`src/rtl/bsd_pkg.sv`:
```
package bsd_pkg;
  typedef enum logic {
    CAD_WORD = 1'b0,
    CAD_PAIR = 1'b1
  } cadence_e;
endpackage

```
`src/rtl/bsd_slip_detect.sv`:
```
module bsd_slip_detect #(
  parameter int SYNC_STAGES = 2
) (
  input  logic clk,
  input  logic rst,
  input  logic slip_async,
  output logic slip_stb
);
  logic [SYNC_STAGES-1:0] sync_q;
  logic                   last_q;

  generate
    if (SYNC_STAGES > 1) begin : g_chain
      always_ff @(posedge clk) begin
        if (rst) sync_q <= '0;
        else     sync_q <= {sync_q[SYNC_STAGES-2:0], slip_async};
      end
    end else begin : g_single
      always_ff @(posedge clk) begin
        if (rst) sync_q <= '0;
        else     sync_q <= slip_async;
      end
    end
  endgenerate

  always_ff @(posedge clk) begin
    if (rst) last_q <= 1'b0;
    else     last_q <= sync_q[SYNC_STAGES-1];
  end

  // one cycle per rising level after synchronization
  assign slip_stb = sync_q[SYNC_STAGES-1] & ~last_q;
endmodule

```
`src/rtl/bsd_divider.sv`:
```
module bsd_divider #(
  parameter int WORD_W = 4,
  localparam int LOG_W = $clog2(WORD_W),
  localparam int CNT_W = $clog2(2 * WORD_W)
) (
  input  logic             clk,
  input  logic             rst,
  input  logic             hold,
  output logic [CNT_W-1:0] phase,
  output logic             word_end,
  output logic             pair_end,
  output logic             word_sq,
  output logic             pair_sq
);
  logic [CNT_W-1:0] cnt_q;

  always_ff @(posedge clk) begin
    if (rst)       cnt_q <= '0;
    else if (!hold) cnt_q <= cnt_q + CNT_W'(1);
  end

  assign phase    = cnt_q;
  assign word_end = (cnt_q[LOG_W-1:0] == {LOG_W{1'b1}}) && !hold;
  assign pair_end = (cnt_q == {CNT_W{1'b1}}) && !hold;
  assign word_sq  = cnt_q[LOG_W-1];
  assign pair_sq  = cnt_q[CNT_W-1];
endmodule

```
`src/rtl/bsd_capture.sv`:
```
module bsd_capture
  import bsd_pkg::*;
#(
  parameter int WORD_W = 4
) (
  input  logic              clk,
  input  logic              rst,
  input  logic              ser_in,
  input  cadence_e          cadence,
  input  logic              word_end,
  input  logic              pair_end,
  output logic [WORD_W-1:0] word_q,
  output logic              ser_out,
  output logic              word_stb,
  output logic              pair_stb
);
  logic [WORD_W-1:0] shift_q;
  logic [WORD_W-1:0] shift_d;
  logic              load;

  // newest bit enters at the top, so the oldest sits on bit 0
  assign shift_d = {ser_in, shift_q[WORD_W-1:1]};
  assign load    = (cadence == CAD_PAIR) ? pair_end : word_end;

  always_ff @(posedge clk) begin
    if (rst) begin
      shift_q  <= '0;
      word_q   <= '0;
      word_stb <= 1'b0;
      pair_stb <= 1'b0;
    end else begin
      shift_q  <= shift_d;
      word_stb <= word_end;
      pair_stb <= pair_end;
      if (load) word_q <= shift_d;
    end
  end

  assign ser_out = shift_q[0];
endmodule

```
`src/rtl/bitslip_deser.sv`:
```
module bitslip_deser
  import bsd_pkg::*;
#(
  parameter int WORD_W      = 4,
  parameter int SYNC_STAGES = 2,
  localparam int CNT_W      = $clog2(2 * WORD_W)
) (
  input  logic              clk,
  input  logic              rst,
  input  logic              sin_a,
  input  logic              sin_b,
  input  logic              sel,
  input  logic              mode,
  input  logic              slip,
  output logic [WORD_W-1:0] word_q,
  output logic              ser_out,
  output logic              word_stb,
  output logic              pair_stb,
  output logic              word_sq,
  output logic              pair_sq
);
  logic             ser_bit;
  logic             slip_stb;
  logic [CNT_W-1:0] phase;
  logic             word_end;
  logic             pair_end;

  assign ser_bit = sel ? sin_a : sin_b;

  bsd_slip_detect #(.SYNC_STAGES(SYNC_STAGES)) u_slip (
    .clk        (clk),
    .rst        (rst),
    .slip_async (slip),
    .slip_stb   (slip_stb)
  );

  bsd_divider #(.WORD_W(WORD_W)) u_div (
    .clk      (clk),
    .rst      (rst),
    .hold     (slip_stb),
    .phase    (phase),
    .word_end (word_end),
    .pair_end (pair_end),
    .word_sq  (word_sq),
    .pair_sq  (pair_sq)
  );

  bsd_capture #(.WORD_W(WORD_W)) u_cap (
    .clk      (clk),
    .rst      (rst),
    .ser_in   (ser_bit),
    .cadence  (cadence_e'(mode)),
    .word_end (word_end),
    .pair_end (pair_end),
    .word_q   (word_q),
    .ser_out  (ser_out),
    .word_stb (word_stb),
    .pair_stb (pair_stb)
  );
endmodule

```
`config.mk`:
```
export PLATFORM = sky130hd
export DESIGN_NAME = bitslip_deser
export DESIGN_NICKNAME = d
export VERILOG_FILES = /design/src/rtl/bsd_pkg.sv /design/src/rtl/bsd_slip_detect.sv /design/src/rtl/bsd_divider.sv /design/src/rtl/bsd_capture.sv /design/src/rtl/bitslip_deser.sv
export SDC_FILE = /design/constraint.sdc
export NUM_CORES = 1
export LEC_CHECK = 0
export ABC_AREA = 1
export CAP_MARGIN = 10
export CORE_MARGIN = 2
export CORE_UTILIZATION = 40
export CTS_CLUSTER_DIAMETER = 40
export DETAILED_ROUTE_END_ITERATION = 12
export PLACE_DENSITY = 0.81
export SYNTH_ARGS = -nofsm -noshare
export SYNTH_HDL_FRONTEND = slang
export SYNTH_SLANG_ARGS = --single-unit
```
`constraint.sdc`:
```
create_clock -name clk -period 1.2 [get_ports clk]
set_input_delay 0.18 -clock clk [delete_from_list [all_inputs] [get_ports clk]]
set_output_delay 0.18 -clock clk [all_outputs]
set_load 0.1 [all_outputs]
```
Yosys cells after proc, flatten, opt, wreduce, memory -nomap -nowiden
Cells that the tools add are included.
- bits of input ports: 7
- logic and storage cells: 17
- flip-flop bits (word level): 16
- bitwise logic cells: 2
- $add $sub $neg: 1
- reductions and logical operators: 3
- multiplexer cells: 2
- eq/ne operators: 2
- operators by type and width (operator ; number):
    $add A3 B1 Y3 const B ; 1
    $eq A3 B3 Y1 const B ; 1
    $eq A2 B2 Y1 const B ; 1
    $logic_and A1 B1 Y1 ; 2
    $mux W1 ; 2
    $and A1 B1 Y1 ; 1
    $logic_not A1 Y1 ; 1
    $not A1 Y1 ; 1

Longest topological paths before layout
- word-level depth: 5
- depth in mapped cells: 7

By module
A second synthesis with hierarchy kept.
- cell total of the unflattened synthesis: 85
- area, all modules: 614.3 µm²
- modules (own cells, without submodules) (module ; area each (µm²) ; sequential area each (µm²) ; cells an instance ; times used):
    bsd_capture ; 337.8 ; 200.2 ; 44 ; 1
    bsd_divider ; 175.2 ; 60.1 ; 27 ; 1
    bsd_slip_detect ; 86.3 ; 60.1 ; 10 ; 1
    bitslip_deser ; 15.0 ; 0.0 ; 4 ; 1

Worst setup path before layout
OpenSTA, ideal clock, no wires.
- kind: flip-flop to flip-flop
- start point: register u_div.cnt_q[1] (netlist: u_div.phase[1])
- end point: register u_cap.word_q[3]
- library setup time: 0.117 ns
- clock period less this slack: 1.911 ns
- cell stages (with the launch flop): 8
- setup slack: -0.711 ns
- arrival: 1.794 ns
- path buffers: 0
- cells stage by stage: dfxtp_1 ha_1 ha_1 nand3_2 nand2_4 nand2_1 nand2_1 nor2_2
- longest elaborated chain between the ends: 3
- elaborated cells on any way between the ends: 5
- those cells by class: 2 x eq/ne; 1 x mux; 2 x reduce/logical
- RTL lines (item ; RTL line ; text):
    start, declared ; bsd_divider.sv:15 ; logic [CNT_W-1:0] cnt_q;
    start signal, assigned ; bsd_divider.sv:19 ; else if (!hold) cnt_q <= cnt_q + CNT_W'(1);
    $eq A3 B3 Y1 or $eq A2 B2 Y1 (tied branches) ; bsd_divider.sv:24, bsd_divider.sv:23 ;
    $logic_and A1 B1 Y1, on equally long branches ; bsd_divider.sv:24, bsd_divider.sv:23 ;
    $mux W1 * ; bsd_capture.sv:23 ; assign load = (cadence == CAD_PAIR) ? pair_end : word_end;
    end signal, assigned ; bsd_capture.sv:35 ; if (load) word_q <= shift_d;
    end, declared ; bsd_capture.sv:12 ; output logic [WORD_W-1:0] word_q,
Mark *: on every way between the ends. The rest lies on a longest branch, timed or not.
A chain may end at the register's enable or synchronous reset.

Worst setup path after layout
- start point: register u_div.cnt_q[1] (netlist: u_div.phase[1])
- end point: register u_cap.word_q[2]
The elaborated chain is that of the path after synthesis.

==> results.json <==
{
  "synth_edf_count": 0,
  "clkTransAtPathRegs_ns": 0.09,
  "ys.flop_type": "dfxtp_1",
  "grt_util_met2_pct": 18.77,
  "synth.area.mux_share_pct": 0,
  "yosysTopAreaCell": "dfxtp_1",
  "ys_seq_area_share_pct": 54.58,
  "avgViaCountPerCell": 4.495,
  "fp.coreArea_sq_um": 1334,
  "power.leakage_nw": 0.3832,
  "hold_violations": 0,
  "synth-compound-area-share_pct": 4.264,
  "synth_area_sq_um": 586.8,
  "synth.most_common_cell": "nor2_1",
  "ys_top_cells_by_count": "19 x nor2_1, 16 x dfxtp_1, 11 x inv_1, 11 x nand2_1, 4 x o21ai_0",
  "cts.path.max_buffers": 2,
  "use_met3_pct": 5.172,
  "worstPathCellList": "ha_4, ha_4, nand3_2, nand2_4, nor2_1, nor2_2",
  "netlist_instances": 71,
  "route.vias.total": 472,
  "synth_area_leaders": "dfxtp_1 55%, nor2_1 12%, inv_1 7.0%",
  "stdcell_count": 105,
  "worstPathArrival_ns": 1.34,
  "initial_utilization_pct": 44.00,
  "fillers": 109,
  "holdWs_ns": 0.3964,
  "cp-end-kind": "flop",
  "drv_cap": 0,
  "yosys.area_share.simple_pct": 28.57,
  "yosysUniqueCellTypes": 11,
  "min_period_ns": 1.145,
  "gr-max-usage-layer": "met2",
  "critPathLaunchType": "flop",
  "routed_wl_mm": 1.012,
  "grt_max_degree": 10,
  "cts_setup_buffers": 0,
  "utilization_pct": 68.11,
  "std_cell_rows": 13,
  "finalMaxSlewViolations": 0,
  "die-area_sq_um": 1789,
  "io_pins": 16,
  "min_period_over_period_pct": 95.39,
  "gp_congestion": 0.7055,
  "ys_async_sr_fraction_pct": 0,
  "grt_util_met1_pct": 16.05,
  "syn-num-nets": 80,
  "die_height_um": 42.30,
  "yosysWarnings": 0,
  "dp_hpwl_um": 767,
  "setup_violations": 0,
  "cts_buffers": 3,
  "slowest_delay_ns": 0.37,
  "power.density_nw_per_um2": 1271,
  "cpMaxStageDelayCell": "dfxtp_4",
  "dr.first_iter.drc_count": 3,
  "placed_cells": 101,
  "ir_worst_vdd_v": 0.0007351,
  "dr.pass1.iters": 2,
  "htree_levels": 1,
  "worstPathRequired_ns": 1.39,
  "grt_pass1_vias": 419,
  "tightest_slew_ns": 0.2691,
  "die_x_um": 42.30,
  "route.detailed.drc": 0,
  "hold_buffers": 0,
  "critical_path_class": "reg2reg",
  "synth-adder-area-share_pct": 4.264,
  "preCtsSetupSlack_ns": 0.01859,
  "status": "completed",
  "syn_avg_cell_area_sq_um": 8.265,
  "clk_latency_ns": 0.29,
  "cp_common_cell": "ha_4",
  "fin_skew_ns": 0.003543,
  "cts_tree": "built",
  "drive_gt1_share_pct": 27.78,
  "path_max_fanout": 8,
  "antenna_cells": 0,
  "grtUsageTotal_pct": 13.75,
  "place.port_buffers": 15,
  "grt_setup_unrepaired": "true",
  "clock-sinks": 16,
  "grt_overflow": 0,
  "hp-class": "in2reg",
  "synth-xor-area-share_pct": 0,
  "clock-root-buffer": "clkbuf_4",
  "area_growth_pct": 54.80,
  "synth_top_family_by_area": "simple AND/OR/NAND/NOR gates",
  "ys_ff_latch": 16,
  "slew_headroom_pct": 81.87,
  "fin_nets": 100,
  "grt_first_pass_wirelength_mm": 1.752,
  "synth_top_area_share_pct": 54.58,
  "ant_nets": 0,
  "worst_slack_ns": 0.05528,
  "fmaxAchievable_mhz": 873.6,
  "routedWlPerCell_um": 9.638,
  "antenna_found_initial": 0
}
==> sequential cells by signal, summed over array words and instances, names as in the netlist <==
register        count
u_cap.pair_stb      1
u_cap.word_stb      1
u_div.phase         3
u_cap.word_q        4
u_cap.shift_q       4
u_slip.sync_q       2
u_slip.last_q       1
==> worst paths after layout <==
kind,from,to,slack (ns),depth (start not counted)
setup / recovery,u_div.phase[1],u_cap.word_q[2],0.06,6
hold / removal,slip,u_slip.sync_q[0],0.40,3
setup reg to reg,u_div.phase[1],u_cap.word_q[2],0.06,6
hold reg to reg,u_slip.sync_q[0],u_slip.sync_q[1],0.41,2
==> per-stage QoR <==
| stage | power [mW] | area, sq um | setup TNS (ns) |
|---|---|---|---|
| 2_1_floorplan | 0.7715 | 619.3 | -0.3668 |
| 3_3_place_gp | 0.8724 | 878.3 | 0 |
| 3_5_place_dp | 0.8808 | 878.3 | 0 |
| 4_1_cts | 1.167 | 905.9 | 0 |
| 5_1_grt | 1.219 | 908.4 | -0.009042 |
| 6_report | 1.155 | 908.4 | 0 |
==> area by class of cell <==
class | count | area, sq um | share of cell area, %
Timing Repair Buffer | 16 | 247.7 | 27.27
Sequential cell | 16 | 329.1 | 36.23
Clock buffer | 3 | 22.52 | 2.479
Inverter | 11 | 41.29 | 4.545
Clock inverter | 1 | 3.754 | 0.4132
Multi-Input combinational cell | 43 | 245.2 | 27.00
Tap cell | 15 | 18.77 | 2.066
==> power breakdown <==
part | internal [mW] | leakage, nW | switching (mW)
registers | 0.561 | 0.132 | 0.0286
logic | 0.110 | 0.235 | 0.168
clock network | 0.121 | 0.0154 | 0.166
==> what timing repair did <==
| item | in CTS | in global routing |
|---|---|---|
| setup endpoints to repair | 1 | 1 |
| gates cloned | 0 | 0 |
| resized for setup | 1 | 1 |
| endpoints found under the hold margin | 0 | 0 |
==> cell usage in the layout (no fill, tap or decap) <==
| master | count |
|---|---|
| nand3_2 | 2 |
| nor2_2 | 2 |
| buf_4 | 1 |
| dfxtp_4 | 2 |
| clkinv_1 | 1 |
| clkbuf_4 | 3 |
| dfxtp_2 | 1 |
| buf_12 | 9 |
| inv_1 | 11 |
| nor2_1 | 19 |
| nand2_1 | 10 |
| a21oi_1 | 1 |
| dfxtp_1 | 13 |
| ha_4 | 2 |
| clkdlybuf4s50_1 | 6 |
| nand2_2 | 1 |
| o21ai_0 | 4 |
| nand2_4 | 2 |
==> logic make-up after synthesis <==
family                     count (synthesis)
AOI/OAI and AO/OA                          5
adders and majority gates                  2
buffers and inverters                     12
DFF                                       16
and+or+nand+nor                           36
==> per-layer routing <==
metal / up-vias / share of wire (%)
met1: 205 / 44
met2: 13 / 47
met3: 4 / 5.8
met5: - / 0
met4: 0 / 3.3
li1: 250 / -
==> worst max-delay path: cells and delay by family (launching register included) <==
family | cells | cell delay, ns
flops | 1 | 0.37
fa+ha+maj | 2 | 0.33
simple gates | 4 | 0.33
No activity file was read; power rests on OpenSTA's default activity.
